File: src/rtl/ttx_request_gen.sv
module ttx_request_gen #(
  parameter int LINE_W     = 10,
  parameter int HPOS_W     = 11,
  parameter int ACC_W      = 16,
  parameter int MASK_W     = 32,
  parameter int FIRST_LINE = 6,
  parameter int LEN_A      = 360,
  parameter int LEN_B      = 296,
  parameter int LEN_C      = 288
) (
  input  logic              clk,
  input  logic              rst_n,
  input  logic              ins_en,
  input  logic              clk_mode,
  input  logic [1:0]        std_sel,
  input  logic [MASK_W-1:0] mask_f0,
  input  logic [MASK_W-1:0] mask_f1,
  input  logic [LINE_W-1:0] line_num,
  input  logic              field,
  input  logic [HPOS_W-1:0] hpos,
  input  logic [HPOS_W-1:0] req_start,
  input  logic [HPOS_W-1:0] req_stop,
  input  logic [ACC_W-1:0]  phase_inc,
  input  logic              txt_in,
  output logic              req_pin,
  output logic              bit_out,
  output logic              bit_vld
);

  localparam int CNT_W = $clog2(LEN_A + 1);
  localparam int IDX_W = $clog2(MASK_W);
  localparam logic [LINE_W-1:0] LO_LINE = LINE_W'(FIRST_LINE);
  localparam logic [LINE_W-1:0] HI_LINE = LINE_W'(FIRST_LINE + MASK_W - 1);

  logic [IDX_W-1:0] idx;
  logic             in_rng, mask_bit, sel, in_win, take;
  logic [ACC_W:0]   sum;
  logic [ACC_W-1:0] acc;
  logic [CNT_W-1:0] cnt, win_len;
  logic             act, req_q, xclk_q;

  assign idx      = IDX_W'(line_num - LO_LINE);
  assign in_rng   = (line_num >= LO_LINE) && (line_num <= HI_LINE);
  assign mask_bit = field ? mask_f1[idx] : mask_f0[idx];
  assign sel      = ins_en && in_rng && mask_bit;
  assign in_win   = (hpos >= req_start) && (hpos < req_stop);
  assign sum      = {1'b0, acc} + {1'b0, phase_inc};
  assign take     = act && sum[ACC_W] && (cnt < win_len);
  assign req_pin  = clk_mode ? xclk_q : req_q;

  always_comb begin
    case (std_sel)
      2'b00:   win_len = CNT_W'(LEN_A);
      2'b01:   win_len = CNT_W'(LEN_B);
      default: win_len = CNT_W'(LEN_C);
    endcase
  end

  always_ff @(posedge clk or negedge rst_n) begin
    if (!rst_n) begin
      xclk_q <= 1'b0;
      req_q  <= 1'b0;
    end else begin
      xclk_q <= ~xclk_q;
      req_q  <= sel && in_win;
    end
  end

  always_ff @(posedge clk or negedge rst_n) begin
    if (!rst_n) begin
      act     <= 1'b0;
      acc     <= '0;
      cnt     <= '0;
      bit_vld <= 1'b0;
      bit_out <= 1'b0;
    end else begin
      bit_vld <= 1'b0;
      bit_out <= 1'b0;
      if (!sel) begin
        act <= 1'b0;
        acc <= '0;
        cnt <= '0;
      end else if (hpos == req_start) begin
        act <= 1'b1;
        acc <= '0;
        cnt <= '0;
      end else if (act) begin
        acc <= sum[ACC_W-1:0];
        if (take) begin
          cnt     <= cnt + CNT_W'(1);
          bit_vld <= 1'b1;
          bit_out <= txt_in;
        end
      end
    end
  end

  AST_CNT_BOUND: assert property (@(posedge clk) disable iff (!rst_n)
    cnt <= win_len);

  AST_REQ_WINDOW: assert property (@(posedge clk) disable iff (!rst_n)
    (req_pin && !clk_mode) |-> ($past(hpos) >= $past(req_start) && $past(hpos) < $past(req_stop)));

  AST_REQ_NO_EN: assert property (@(posedge clk) disable iff (!rst_n)
    (!clk_mode && !$past(ins_en)) |-> !req_pin);

  AST_XCLK_TOGGLE: assert property (@(posedge clk) disable iff (!rst_n)
    (clk_mode && $past(clk_mode)) |-> (req_pin != $past(req_pin)));

  AST_VLD_NEEDS_EN: assert property (@(posedge clk) disable iff (!rst_n)
    bit_vld |-> $past(ins_en));

  AST_BIT_LOW: assert property (@(posedge clk) disable iff (!rst_n)
    !bit_vld |-> !bit_out);

endmodule

File: config.mk
export PLATFORM = sky130hd
export DESIGN_NAME = ttx_request_gen
export DESIGN_NICKNAME = d
export VERILOG_FILES = /design/src/rtl/ttx_request_gen.sv
export SDC_FILE = /design/constraint.sdc
export NUM_CORES = 1
export LEC_CHECK = 0
export ABC_AREA = 1
export CAP_MARGIN = 20
export CORE_MARGIN = 3
export CORE_UTILIZATION = 27
export DETAILED_ROUTE_END_ITERATION = 10
export PLACE_DENSITY = 0.53
export REMOVE_ABC_BUFFERS = 1
export SLEW_MARGIN = 25
export SYNTH_ARGS = -nofsm -noshare
export SYNTH_HDL_FRONTEND = slang
export SYNTH_SLANG_ARGS = --single-unit
File: constraint.sdc
create_clock -name clk -period 6.1 [get_ports clk]
set_input_delay 0.915 -clock clk [delete_from_list [all_inputs] [get_ports clk]]
set_output_delay 0.915 -clock clk [all_outputs]
set_load 0.02 [all_outputs]
==> parameters.txt, run 1 <==
Parameter                              Value

Clock network
  Clock Pin Slew Worst Setup and Hold Paths ... 50 ps
  Clk Latency, worst-skew pair ... 270 ps
  Count of hold-fix buffers inserted at cts ... 0
  Gates resized, CTS repair ... 0
  Maximum number of buffers from clock root to sink ... 2
  Clock tree from TritonCTS ... done
  Cell chosen for the clock root ... clkbuf_16
  Total number of clock tree sinks ... 30
  Post-CTS Setup Inserts ... 0
  Number of CTS-inserted buffers ... 5
  H-tree level count ... 2

Detailed routing
  Total Wirelength ... 10.6 mm
  Drt first-iter violations ... 158
  Number of remaining DRC errors ... 0
  Number of nets with antenna violations after routing ... 0
  Per-cell via count in the routed design ... 4.62
  Via count ... 3875
  Number of search-and-repair iterations in the first detailed-routing pass ... 5
  DR WL/cell ... 12.7 um

Setup path
  Path type of the worst setup path ... in -> reg
  Required @ worst endpoint ... 6290 ps
  Cell with the largest stage delay on the worst path ... clkdlybuf4s50_1
  Crit Path Max Fanout ... 21
  Worst r2r dst ... cnt[6]
  R2r worst-path depth ... 17
  Kind of end point of the critical path ... flip-flop
  Delay of the slowest critical-path stage ... 820 ps
  Worst Path Buf+Inv ... 2
  Register-to-register setup slack ... 3450 ps
  Launching element type of the critical path ... input pin
  Cell family contributing the most delay on the critical path ... buffers and inverters
  Worst reg2reg path startpoint ... acc[0]
  Cells traversed along the worst timing path ... clkdlybuf4s50_1 > ha_1 > inv_1 > a21oi_1 > o211ai_1 > nand3_1 > nand2_1 > nor2_1 > nor2_1 > nor2_4 > nand2_4 > a21oi_1
  Arrival time of data at the critical path endpoint ... 3940 ps

Floorplanning
  Std cell rows ... 40
  Placeable core region ... 12300 um2
  Horiz. Die Dim ... 120 um
  Number of top-level pins ... 134
  Overall die area ... 14300 um2
  Initial cell density of the core ... 0.283
  DIE HEIGHT ... 120 um

STA
  Count of final max-slew check failures ... 0
  Worst Max-Slew Pin Slew ... 783 ps
  Upper clock frequency limit ... 0.267 GHz
  Remaining max-slew budget at the tightest pin ... 0.476
  Count of endpoints failing hold in the final timing report ... 0
  Time the worst path needs with I/O delays and setup ... 3750 ps
  Setup-violating endpoint count in the final report ... 0
  Final TNS setup ... 0 ps
  Final Cycle Share ... 0.614
  Setup repair after global routing missed its margin ... false
  Setup Skew ... 7.02 ps

Hold path
  Sink of the worst hold path ... xclk_q
  Class of the most critical hold timing path ... reg -> reg
  Worst hold start ... xclk_q
  Number of cells on the worst hold path ... 1

Synth
  Yosys synthesis warning count ... 0
  Instance count of the mapped netlist ... 541
  Seq cells post-synth ... 30
  Synth Flop Type ... dfrtp_1
  Unique cell type count in the Yosys netlist ... 39
  Avg Synthesized Cell Area ... 6.43 um2
  Post-synth EDFFs ... 0
  Syn Std Cell Area ... 3480 um2
  Sequential-to-total area share from yosys stat ... 0.216
  Async S/R FF share, synth ... 1.00

Placed design
  Half-perimeter wire length of the detailed placement result ... 8.91 mm
  Quantity of I/O buffers inserted on ports ... 133
  Routability congestion estimate ... 0.902

Finish
  Total inserted antenna cells ... 0
  Sequential cell area in the final layout ... 751 um2
  Footprint of the multi-input gates ... 2310 um2
  Ratio of cells with drive above 1 in the final layout ... 0.0433
  Layout Area Growth over Synthesis ... 46.3%
  Net count, final ... 841
  Most used cells in the layout excluding fill and tap cells ... clkdlybuf4s50_1 (132), nand2_1 (117), inv_1 (79), nand3_1 (61), nor2_1 (55)
  FILL cells ... 1343
  Most common cell after layout, fill and taps aside ... clkdlybuf4s50_1
  Final core area utilization ... 0.414

Global routing
  Number of global-route vias before repair ... 3911
  Wire length of the first global-routing pass ... 17.8 mm
  Pin count of the biggest net entering global routing ... 31
  Number of antenna violations at the first check in global routing ... 0
  GRT Total Usage ... 0.148
  Total congestion overflow ... 0

Flow run
  Max cap viols ... 0

Outcome
  Outcome ... complete, no violations

Pwr
  Worst VDD drop ... 0.102 mV
  P per Cell Area ... 134 nW/um2
  P_leak ... 2.46 nW
  Overall power ... 0.683 mW
==> cell type report <==
type                       instances  area share
timing repair buffer             134       0.262
multi-input combinational        414       0.454
inverter                          84      0.0629
clock inverter                     3     0.00786
clock buffer                       5      0.0246
sequential                        30       0.147
tap                              168      0.0413
==> worst max-delay path by stage <==
stage                            start       to  cells after the start
after floorplan           phase_inc[0]   cnt[4]                     16
after CTS                  line_num[1]  acc[15]                     12
after detailed placement   line_num[1]  acc[15]                     12
after global placement     line_num[1]  acc[14]                     12
final                      line_num[1]  acc[12]                     12
after global routing       line_num[1]  acc[15]                     12
==> flip-flops by register name, summed over array words and instances, names as in the netlist <==
signal / count
act: 1
acc: 16
xclk_q: 1
bit_vld: 1
bit_out: 1
cnt: 9
req_q: 1
==> metrics by stage <==
step,cell area [um2],setup WS [ps],std cells,hold WS (ps)
final,5090,2350,838,408
after global routing,5090,2010,838,448
after CTS,5100,2330,838,413
after detailed placement,4930,2040,830,405
after global placement,4930,2170,830,397
after floorplan,3380,3320,528,383
==> metal layers <==
| layer | up-vias | routed length (um) | share of wire | global-route usage |
|---|---|---|---|---|
| met4 | 0 | 103 | 0.0097 | 0.0272 |
| li1 | 2047 | - | - | - |
| met3 | 9 | 867 | 0.082 | 0.0471 |
| met1 | 1701 | 4670 | 0.44 | 0.183 |
| met2 | 118 | 4970 | 0.47 | 0.255 |
| met5 | - | 0 | 0 | 0 |
==> power by group <==
part	switching [mW]	leakage, nW	internal [mW]
registers	0.00000737	0.415	0.199
logic	0.0914	1.96	0.115
clock network	0.0862	0.0836	0.191
total	0.178	2.46	0.505
==> worst register-to-register path: stages, from the launching register on <==
cell and delay, ps:
dfrtp_1 350, ha_1 170, inv_1 50, fa_1 380, inv_1 90, nand3_1 90, nand2_1 100, nand3_1 70
nand2_1 140, nand2_1 70, nand2_1 130, nand2_1 70, nand2_1 120, nand2_1 260, inv_1 240, nand2_1 70
nand3_1 90, nor2_1 50
==> synth_stat cells (2+ instances only) <==
cell	n	area (um2)
a21o_1	3	22.5
a21oi_2	2	17.5
inv_1	79	297
nand3_2	3	30.0
clkinv_1	2	7.51
dfrtp_1	30	751
a31o_2	2	17.5
nor2_1	55	206
nand3b_1	3	22.5
xor2_1	5	43.8
or2_2	4	25.0
buf_4	4	30.0
ha_1	40	500
clkbuf_1	2	7.51
nand4_1	14	87.6
o21ai_1	2	10.0
a21oi_1	46	230
nor3_1	15	75.1
o21a_1	2	15.0
nand2_1	117	439
inv_2	2	7.51
buf_6	4	45.0
nand2_4	2	22.5
o21ai_0	24	120
buf_2	3	15.0
nand3_1	61	305
o211ai_1	3	22.5
==> logic make-up (layout without fill, tap and decap cells) <==
kind of cell | Yosys count | in the layout | synth area share
flops | 30 | 30 | 0.216
compound gates | 88 | 88 | 0.140
fa+ha+maj | 41 | 41 | 0.150
simple gates | 279 | 279 | 0.360
buf+inv | 97 | 226 | 0.120
xor+xnor | 6 | 6 | 0.0151
No activity file was read; power rests on OpenSTA's default activity.
==> run 2, diff against run 1 <==
--- a/config.mk
+++ b/config.mk
@@ -10,7 +10,7 @@
 export CORE_MARGIN = 3
 export CORE_UTILIZATION = 27
 export DETAILED_ROUTE_END_ITERATION = 10
-export PLACE_DENSITY = 0.53
+export PLACE_DENSITY = 0.55
 export REMOVE_ABC_BUFFERS = 1
 export SLEW_MARGIN = 25
 export SYNTH_ARGS = -nofsm -noshare
==> constraint.sdc (replaced) <==
create_clock -name clk -period 3.05 [get_ports clk]
set_input_delay 0.4575 -clock clk [delete_from_list [all_inputs] [get_ports clk]]
set_output_delay 0.4575 -clock clk [all_outputs]
set_load 0.02 [all_outputs]
==> parameters.txt, run 2 (synthesis gave the netlist of run 1 again) <==
Parameter                              Value

Global routing
  GRT Total Usage ... 0.149
  Number of global-route vias before repair ... 4035
  Wire length of the first global-routing pass ... 17.8 mm
  Number of antenna violations at the first check in global routing ... 0
  Pin count of the biggest net entering global routing ... 31
  Total congestion overflow ... 0

Hold path
  Number of cells on the worst hold path ... 1
  Class of the most critical hold timing path ... reg -> reg

Detailed routing
  Number of search-and-repair iterations in the first detailed-routing pass ... 4
  Number of remaining DRC errors ... 0
  Drt first-iter violations ... 132
  Per-cell via count in the routed design ... 4.63
  Via count ... 3930
  Total Wirelength ... 10.6 mm
  DR WL/cell ... 12.5 um
  Number of nets with antenna violations after routing ... 0

Finish
  Most used cells in the layout excluding fill and tap cells ... clkdlybuf4s50_1 (133), nand2_1 (116), inv_1 (78), nand3_1 (61), nor2_1 (55)
  Non-filler instance count after layout ... 849
  Most common cell after layout, fill and taps aside ... clkdlybuf4s50_1
  Layout Area Growth over Synthesis ... 48.9%
  Ratio of cells with drive above 1 in the final layout ... 0.0587
  Net count, final ... 852
  Flip-flop count of the largest register, all copies and words added ... 16
  Register with the most flip-flops ... acc
  Total inserted antenna cells ... 0
  Registers with the highest flip-flop counts ... acc: 16 flops, cnt: 9 flops

Floorplanning
  Number of top-level pins ... 134
  Placeable core region ... 12300 um2
  Initial cell density of the core ... 0.283
  Overall die area ... 14300 um2
  DIE HEIGHT ... 120 um
  Std cell rows ... 40
  Horiz. Die Dim ... 120 um

STA
  Count of final max-slew check failures ... 0
  Remaining max-slew budget at the tightest pin ... 0.702
  Count of endpoints failing hold in the final timing report ... 0
  Setup repair after global routing missed its margin ... false
  Worst Max-Slew Pin Slew ... 445 ps
  Setup Skew ... 4.46 ps
  Upper clock frequency limit ... 0.373 GHz
  Time the worst path needs with I/O delays and setup ... 2680 ps
  Final Cycle Share ... 0.879
  Hold slack final ... 403 ps
  Setup-violating endpoint count in the final report ... 0

Setup path
  Required @ worst endpoint ... 3210 ps
  Crit Path Max Fanout ... 12
  Launching element type of the critical path ... input pin
  Arrival time of data at the critical path endpoint ... 2840 ps
  Path type of the worst setup path ... in -> reg
  Kind of end point of the critical path ... flip-flop
  R2r worst-path depth ... 16

Pwr
  Overall power ... 1.32 mW
  Share of total power in combinational logic ... 0.319
  Internal Power ... 0.960 mW
  Net load switching power ... 0.362 mW
  P_leak ... 2.52 nW
  Worst VDD drop ... 0.163 mV
  Clock power share ... 0.380
  Switch share ... 0.274
  P per Cell Area ... 255 nW/um2
  Sequential Power Share ... 0.302

Clock network
  Cell chosen for the clock root ... clkbuf_16
  Maximum number of buffers from clock root to sink ... 2
  Number of CTS-inserted buffers ... 5
  Clock tree from TritonCTS ... done
  Clock Pin Slew Worst Setup and Hold Paths ... 50 ps
  Total number of clock tree sinks ... 30
  H-tree level count ... 2
  Clk Latency, worst-skew pair ... 280 ps

Placed design
  Total instance count after detailed placement ... 841
  Half-perimeter wire length of the detailed placement result ... 8.87 mm
  Quantity of I/O buffers inserted on ports ... 133
  Routability congestion estimate ... 0.864

Flow run
  Max cap viols ... 0

Outcome
  Outcome ... complete, no violations
==> run 2: what timing repair did <==
item / in CTS / in global routing
gates resized for setup: 0 / 3
hold buffers: 0 / 0
endpoints found under the setup margin: 0 / 8
setup buffers: 0 / 0
==> run 2: layout make-up <==
cell class | instances | area [um2]
clock buffer | 7 | 143
clock inverter | 1 | 5.00
fill | 1313 | 7130
inverter | 84 | 320
multi-input combinational | 414 | 2320
sequential | 30 | 751
tap | 168 | 210
timing repair buffer | 145 | 1430
==> run 2: metrics by stage <==
stage | setup TNS (ps) | setup WS, ps | instance area [um2] | utilization
final | 0 | 368 | 5180 | 0.421
after global routing | 0 | 45.6 | 5180 | 0.421
after CTS | 0 | 226 | 5170 | 0.420
after detailed placement | -93.7 | -30.9 | 5030 | 0.408
after global placement | 0 | 83.5 | 5030 | 0.408
after floorplan | 0 | 728 | 3380 | -
==> run 2: worst paths after layout <==
kind | from | to | slack, ps
max in group asynchronous | rst_n | acc[7] | 2180
worst max-delay path | phase_inc[0] | cnt[4] | 370
worst min-delay path | xclk_q | xclk_q | 400
worst min register to register | xclk_q | xclk_q | 400
worst max register to register | acc[0] | cnt[4] | 620
min in group asynchronous | rst_n | acc[3] | 580
==> run 2: power by group through the flow <==
stage / sequential [mW] / clock [mW] / combinational (mW)
detailed placement: 0.405 / 0 / 0.425
global route: 0.398 / 0.531 / 0.474
global placement: 0.405 / 0 / 0.422
CTS: 0.398 / 0.514 / 0.426
floorplan: 0.405 / 0 / 0.178
finish: 0.399 / 0.502 / 0.421
==> run 2: metal layers <==
metal,track usage,wire (um),up-vias
met5,0,0,-
met1,0.181,4620,1720
met3,0.0424,811,16
li1,-,-,2065
met4,0.0372,129,0
met2,0.261,5050,129
==> run 2: critical path: stages <==
cell and delay [ps]:
clkdlybuf4s50_1 460, ha_1 160, inv_1 60, fa_1 380
inv_1 80, nand3_1 90, nand2_1 110, nand3_1 80
nand2_1 130, nand2_1 80, nand2_1 90, nand2_1 50
nand2_1 140, nand2_4 130, nor2_1 140, xor2_1 150
nor2_1 50
